### src/rtl/ext_irq_pkg.sv
package ext_irq_pkg;

    localparam int NPIN   = 3;
    localparam int NLVL   = 2;
    localparam int IDX_W  = $clog2(NPIN);
    localparam int DATA_W = 8;
    localparam int ADDR_W = 2;

    localparam logic [ADDR_W-1:0] ADDR_EN    = 2'd0;
    localparam logic [ADDR_W-1:0] ADDR_SENSE = 2'd1;
    localparam logic [ADDR_W-1:0] ADDR_CTRL  = 2'd2;
    localparam logic [ADDR_W-1:0] ADDR_FLAG  = 2'd3;

    localparam int POL_BIT = 6;

    typedef enum logic [1:0] {
        SENSE_LOW  = 2'b00,
        SENSE_ANY  = 2'b01,
        SENSE_FALL = 2'b10,
        SENSE_RISE = 2'b11
    } sense_e;

    typedef struct packed {
        logic [NPIN-1:0]   en;
        logic [2*NLVL-1:0] sense;
        logic              pol2;
        logic [NPIN-1:0]   flag;
    } regs_t;

    // Register bit used by a pin in the enable and flag registers.
    function automatic int pin_bit(input int k);
        case (k)
            0:       return 6;
            1:       return 7;
            default: return 5;
        endcase
    endfunction

endpackage

### src/rtl/ext_irq_sync.sv
module ext_irq_sync #(
    parameter int         W         = 3,
    parameter int         STAGES    = 2,
    parameter logic [0:0] RESET_VAL = 1'b1
) (
    input  logic         clk,
    input  logic         rst_n,
    input  logic [W-1:0] async_i,
    output logic [W-1:0] sync_o
);

    logic [STAGES-1:0][W-1:0] chain_d, chain_q;

    always_comb begin
        chain_d[0] = async_i;
        for (int s = 1; s < STAGES; s++) begin
            chain_d[s] = chain_q[s-1];
        end
    end

    always_ff @(posedge clk or negedge rst_n) begin
        if (!rst_n) begin
            chain_q <= {(STAGES*W){RESET_VAL}};
        end else begin
            chain_q <= chain_d;
        end
    end

    assign sync_o = chain_q[STAGES-1];

endmodule

### src/rtl/ext_irq_detect.sv
module ext_irq_detect
    import ext_irq_pkg::*;
#(
    parameter bit HAS_LEVEL = 1'b1
) (
    input  logic       clk,
    input  logic       rst_n,
    input  logic       sync_i,
    input  logic [1:0] mode_i,
    output logic       hit_o,
    output logic       level_o
);

    logic   prev_d, prev_q;
    sense_e mode_eff;
    logic   rise, fall;

    generate
        if (HAS_LEVEL) begin : g_full
            assign mode_eff = sense_e'(mode_i);
        end else begin : g_edge_only
            assign mode_eff = sense_e'({1'b1, mode_i[0]});
        end
    endgenerate

    always_comb begin
        prev_d  = sync_i;
        rise    = sync_i & ~prev_q;
        fall    = ~sync_i & prev_q;
        hit_o   = 1'b0;
        level_o = 1'b0;
        case (mode_eff)
            SENSE_LOW:  level_o = ~sync_i;
            SENSE_ANY:  hit_o   = rise | fall;
            SENSE_FALL: hit_o   = fall;
            SENSE_RISE: hit_o   = rise;
            default:    hit_o   = 1'b0;
        endcase
    end

    always_ff @(posedge clk or negedge rst_n) begin
        if (!rst_n) begin
            prev_q <= 1'b1;
        end else begin
            prev_q <= prev_d;
        end
    end

    // a pin that has not moved never produces an event, whatever the mode
    p_quiet_pin_r10: assert property (@(posedge clk) disable iff (!rst_n)
        $stable(sync_i) |-> !hit_o);

    // level mode never latches an event
    p_level_no_event_r4: assert property (@(posedge clk) disable iff (!rst_n)
        level_o |-> !hit_o);

endmodule

### src/rtl/ext_irq_prio.sv
module ext_irq_prio
    import ext_irq_pkg::*;
#(
    parameter int N  = NPIN,
    parameter int IW = (N > 1) ? $clog2(N) : 1
) (
    input  logic         clk,
    input  logic         rst_n,
    input  logic [N-1:0] req_i,
    output logic         any_o,
    output logic [IW-1:0] idx_o
);

    always_comb begin
        any_o = |req_i;
        idx_o = '0;
        for (int k = N - 1; k >= 0; k--) begin
            if (req_i[k]) begin
                idx_o = IW'(k);
            end
        end
    end

    // the reported index always points at an active request
    p_grant_valid_r9: assert property (@(posedge clk) disable iff (!rst_n)
        any_o |-> req_i[idx_o]);

    // pin 0 wins whenever it requests
    p_lowest_first_r9: assert property (@(posedge clk) disable iff (!rst_n)
        req_i[0] |-> (idx_o == '0));

endmodule

### src/rtl/ext_irq_ctrl.sv
module ext_irq_ctrl
    import ext_irq_pkg::*;
(
    input  logic              clk,
    input  logic              rst_n,
    input  logic [ADDR_W-1:0] bus_addr,
    input  logic              bus_wr,
    input  logic [DATA_W-1:0] bus_wdata,
    output logic [DATA_W-1:0] bus_rdata,
    input  logic [NPIN-1:0]   pin_i,
    input  logic              global_ie,
    input  logic              ack_valid,
    input  logic [IDX_W-1:0]  ack_idx,
    output logic [NPIN-1:0]   irq_req,
    output logic              irq_any,
    output logic [IDX_W-1:0]  irq_idx
);

    regs_t           r_d, r_q;
    logic [NPIN-1:0] pin_sync;
    logic [NPIN-1:0] hit;
    logic [NPIN-1:0] level;
    logic [NPIN-1:0] src;
    logic [1:0]      mode [NPIN];

    ext_irq_sync #(.W(NPIN), .STAGES(2), .RESET_VAL(1'b1)) i_sync (
        .clk     (clk),
        .rst_n   (rst_n),
        .async_i (pin_i),
        .sync_o  (pin_sync)
    );

    genvar k;
    generate
        for (k = 0; k < NPIN; k++) begin : g_pin
            if (k < NLVL) begin : g_lvl
                assign mode[k] = r_q.sense[2*k +: 2];
                ext_irq_detect #(.HAS_LEVEL(1'b1)) i_det (
                    .clk     (clk),
                    .rst_n   (rst_n),
                    .sync_i  (pin_sync[k]),
                    .mode_i  (mode[k]),
                    .hit_o   (hit[k]),
                    .level_o (level[k])
                );
            end else begin : g_edge
                assign mode[k] = {1'b1, r_q.pol2};
                ext_irq_detect #(.HAS_LEVEL(1'b0)) i_det (
                    .clk     (clk),
                    .rst_n   (rst_n),
                    .sync_i  (pin_sync[k]),
                    .mode_i  (mode[k]),
                    .hit_o   (hit[k]),
                    .level_o (level[k])
                );
            end
        end
    endgenerate

    always_comb begin
        r_d = r_q;
        if (bus_wr) begin
            case (bus_addr)
                ADDR_EN: begin
                    for (int p = 0; p < NPIN; p++) begin
                        r_d.en[p] = bus_wdata[pin_bit(p)];
                    end
                end
                ADDR_SENSE: r_d.sense = bus_wdata[2*NLVL-1:0];
                ADDR_CTRL:  r_d.pol2  = bus_wdata[POL_BIT];
                default: ;
            endcase
        end
        for (int p = 0; p < NPIN; p++) begin
            if (hit[p]) begin
                r_d.flag[p] = 1'b1;
            end else if ((ack_valid && ack_idx == IDX_W'(p)) ||
                         (bus_wr && bus_addr == ADDR_FLAG && bus_wdata[pin_bit(p)])) begin
                r_d.flag[p] = 1'b0;
            end
        end
    end

    always_ff @(posedge clk or negedge rst_n) begin
        if (!rst_n) begin
            r_q <= '0;
        end else begin
            r_q <= r_d;
        end
    end

    always_comb begin
        for (int p = 0; p < NPIN; p++) begin
            src[p] = (p < NLVL && mode[p] == SENSE_LOW) ? level[p] : r_q.flag[p];
        end
        irq_req = src & r_q.en & {NPIN{global_ie}};
    end

    always_comb begin
        bus_rdata = '0;
        case (bus_addr)
            ADDR_EN: begin
                for (int p = 0; p < NPIN; p++) begin
                    bus_rdata[pin_bit(p)] = r_q.en[p];
                end
            end
            ADDR_SENSE: bus_rdata[2*NLVL-1:0] = r_q.sense;
            ADDR_CTRL:  bus_rdata[POL_BIT]    = r_q.pol2;
            default: begin
                for (int p = 0; p < NPIN; p++) begin
                    bus_rdata[pin_bit(p)] = r_q.flag[p];
                end
            end
        endcase
    end

    ext_irq_prio #(.N(NPIN), .IW(IDX_W)) i_prio (
        .clk   (clk),
        .rst_n (rst_n),
        .req_i (irq_req),
        .any_o (irq_any),
        .idx_o (irq_idx)
    );

    // no request leaves the block without the global enable
    p_req_needs_gie_r7: assert property (@(posedge clk) disable iff (!rst_n)
        (|irq_req) |-> global_ie);

    generate
        for (k = 0; k < NPIN; k++) begin : g_chk
            // an acknowledge with no competing event empties the flag
            p_ack_clears_r8: assert property (@(posedge clk) disable iff (!rst_n)
                (ack_valid && ack_idx == IDX_W'(k) && !hit[k]) |=> !r_q.flag[k]);
            // a detected event is never lost, even against an acknowledge
            p_event_wins_r8: assert property (@(posedge clk) disable iff (!rst_n)
                hit[k] |=> r_q.flag[k]);
            // a disabled pin never requests
            p_req_needs_en_r2: assert property (@(posedge clk) disable iff (!rst_n)
                irq_req[k] |-> r_q.en[k]);
        end
    endgenerate

endmodule

### config.mk
export PLATFORM = sky130hd
export DESIGN_NAME = ext_irq_ctrl
export DESIGN_NICKNAME = d
export VERILOG_FILES = /design/src/rtl/ext_irq_pkg.sv /design/src/rtl/ext_irq_sync.sv /design/src/rtl/ext_irq_detect.sv /design/src/rtl/ext_irq_prio.sv /design/src/rtl/ext_irq_ctrl.sv
export SDC_FILE = /design/constraint.sdc
export NUM_CORES = 1
export LEC_CHECK = 0
export CAP_MARGIN = 5
export CORE_UTILIZATION = 40
export DETAILED_ROUTE_END_ITERATION = 6
export GPL_TIMING_DRIVEN = 0
export PLACE_DENSITY = 0.74
export SLEW_MARGIN = 30
export SYNTH_ARGS = -nofsm -noshare
export SYNTH_HDL_FRONTEND = slang
export SYNTH_SLANG_ARGS = --single-unit
### constraint.sdc
create_clock -name clk -period 1.3 [get_ports clk]
set_clock_uncertainty 0.05 [all_clocks]
set_input_delay 0.13 -clock clk [delete_from_list [all_inputs] [get_ports clk]]
set_output_delay 0.13 -clock clk [all_outputs]
set_load 0.005 [all_outputs]
==> key figures <==
Timing
  – Fin crit share: 1.357
  – Final setup margin: -0.4639 ns
  – Hold Fails Final Rpt: 0
  – Fin crit period: 1.764 ns
  – WHS: 0.1720 ns
  – Slew Viols, Final: 0
  – Setup_tns: -2.525 ns
  – Final setup viols: 11
  – Fmax: 566.9 MHz
  – RSZ-0062 raised after global routing: yes

Clocking
  – CTS Buffer Depth: 2
  – Clk sink count: 20
  – Skew-Pair Late Insertion Delay: 0.30 ns
  – Worst-path clk slew: 0.11 ns
  – CTS tree: done
  – CTS H-Tree Depth: 1
  – Root Driver: clkbuf_4
  – CTS Buf Count: 3

Yosys
  – Cells taking the most area after synthesis: dfrtp_1 (27%), dfstp_2 (23%), mux2_2 (10%)
  – Post-synthesis cell count: 87
  – Syn nets: 111
  – Post-synth cell types: 32
  – Post-synth top area cell: dfrtp_1
  – Share of the synthesized area in the top cell type: 0.2716
  – Yosys warnings: 0
  – Mapped cell area: 1013 um^2
  – Sequential fraction of the synthesis area: 0.5049
  – Avg Cell Area, Syn: 11.65 um^2
  – Flop and latch count out of synthesis: 20

Worst setup path
  – Worst setup path category: flop to output port
  – Critical path startpoint category: flop
  – Crit Path Max Fanout: 6
  – CP arrival: 1.58 ns
  – CP required: 1.12 ns
  – Slowest-stage cell, CP: dfrtp_2
  – Worst-path cell chain: buf_4, o21ai_4, a21oi_4, or3_1, buf_2
  – Crit. End Element: output port
  – CP peak stage delay: 0.46 ns

GRT
  – Vias in the first global route: 813
  – Global-route wire length before repair: 3574 um
  – Gr ovfl total: 0
  – Global router's overall resource usage: 0.1819
  – Initial antenna violation count: 0
  – Pin count of the biggest net entering global routing: 21

Power
  – Pwr Density: 1125 nW/um^2
  – Sw Share: 0.2909
  – Comb pwr share: 0.378
  – Worst vdd ir: 780.0 uV
  – Leakage power: 0.7195 nW
  – Seq pwr share: 0.452
  – Total Power: 1.775 mW
  – Pint: 1.258 mW
  – Clk pwr share: 0.170
  – NetSw: 516.2 uW

Hold path
  – Min-Delay Path Class: primary input to flop

Detailed routing
  – WL final: 2486 um
  – DR WL/cell: 15.07 um
  – DRC viols: 0
  – Antenna-violating nets left: 0
  – Vias: 865
  – TritonRoute pass-1 iters: 2
  – Vias/cell: 5.242
  – Starting DRT DRC Count: 14

Die
  – Die height: 52.34 um
  – Core ar.: 2297 um^2
  – Initial Util: 0.4412
  – I/O Pins: 34
  – Die area: 2739 um^2
  – Row cnt: 17
  – Die X: 52.34 um

Status
  – Violated checks: setup timing
  – Outcome: finished with violations

Run
  – Max-cap violations: 0

Finish
  – Antenna fix cells: 0
  – Nets: 162
  – Fin area: 1578 um^2
  – Register area: 514.2 um^2
  – Area of the multi-input gates: 553.0 um^2
  – Commonest non-fill, non-tap cells in the layout: clkdlybuf4s50_1 (14), buf_6 (12), buf_2 (10)
  – Leading cell type in the layout, fill and taps excluded: clkdlybuf4s50_1
  – Fill cells: 162
  – Area grow syn2layout: 55.68%
  – Ratio of cells with drive above 1 in the final layout: 0.5547

Placed design
  – IO Port Bufs: 29
  – Routability Congestion: 0.8158
  – Dpl hpwl: 1515 um
  – Post-DP Area: 1339 um^2
-- cell families after synthesis --
kind of cell             share of synthesized area
AND/OR/NAND/NOR                             0.1877
adder cells (fa/ha/maj)                    0.04938
buffers and inverters                      0.03826
other                                     0.003700
flip-flops                                  0.5049
AO/OA/AOI/OAI                               0.1161
multiplexers                                0.1000
-- cells in the mapped netlist --
cell      instances
buf_4             2
dfrtp_1          11
nand2_2           1
inv_1             5
o211a_1           2
nor2b_4           1
o211ai_1          1
buf_2             1
nor2_1            2
dfstp_2           9
nand3_1           2
a21oi_1           2
mux2_2            9
a22o_1            3
a21oi_2           1
nor3b_2           1
and3_1            1
or3_4             1
or3_1             2
nand4_1           3
and2_2            1
conb_1            1
nor2b_1           1
o21ai_1           1
nand2_1           6
a21oi_4           1
o21ai_0           3
ha_1              4
nor3b_1           1
o311ai_0          1
and2_1            4
nand3b_1          3
-- power groups by stage --
| stage | clock [mW] | combinational, mW | sequential [mW] |
|---|---|---|---|
| 6_report | 0.302 | 0.670 | 0.802 |
| 5_1_grt | 0.346 | 0.727 | 0.811 |
| 4_1_cts | 0.302 | 0.544 | 0.787 |
| 3_5_place_dp | 0 | 0.420 | 0.809 |
| 3_3_place_gp | 0 | 0.409 | 0.804 |
| 2_1_floorplan | 0 | 0.221 | 0.784 |
-- worst paths after layout --
kind,cells after the start,from,to,slack (ns)
max,5,mode[2],irq_any,-0.46
min,1,pin_i[1],i_sync.chain_d[4],0.17
max reg2reg,5,mode[4],mode[4],0.02
min reg2reg,0,i_sync.chain_d[5],i_sync.sync_o[2],0.31
max in group asynchronous,2,rst_n,g_pin[2].g_edge.i_det.prev_q,0.61
min in group asynchronous,2,rst_n,r_q[8],0.25
-- registers in the layout, indices dropped and copies added (netlist names) --
| register | cells |
|---|---|
| r_q | 6 |
| g_pin.g_edge.i_det.prev_q | 1 |
| i_sync.chain_d | 3 |
| mode | 5 |
| g_pin.g_lvl.i_det.prev_q | 2 |
| i_sync.sync_o | 3 |
-- metrics by stage --
stage	util	setup WS, ns	cells
final	0.6868	-0.4639	165
after global routing	0.6868	-0.5307	165
after detailed placement	0.5828	-0.5300	144
after floorplan	-	0.009792	87
after CTS	0.6285	-0.4536	159
after global placement	0.5828	-0.5010	144
-- layout make-up --
class,count,share of cell area
timing repair buffer,46,0.2601
clock buffer,4,0.01665
buffer,3,0.01269
tap,28,0.02220
sequential,20,0.3259
multi-input combinational,59,0.3505
inverter,5,0.01190
-- worst max-delay path, delay by kind of cell, from the launching register on --
| kind | cells | cell delay, ns |
|---|---|---|
| flip-flops | 1 | 0.46 |
| AO/OA/AOI/OAI | 2 | 0.21 |
| AND/OR/NAND/NOR | 1 | 0.33 |
| buffers and inverters | 2 | 0.28 |
-- timing repair --
item / in CTS / in global routing
setup endpoints to repair: 15 / 17
pin swaps: 12 / 9
buffers inserted: 12 / 7
gates resized for setup: 65 / 23
cloned: 0 / 0
hold buffers: 0 / 1
endpoints found under the hold margin: 0 / 11
-- metal layers --
layer,vias to the layer above,part of all wire,GRT usage
li1,404,-,-
met1,435,0.42,0.2096
met2,22,0.52,0.3270
met3,4,0.041,0.02899
met4,0,0.019,0.07895
met5,-,0,0
No activity file was read; power rests on OpenSTA's default activity.
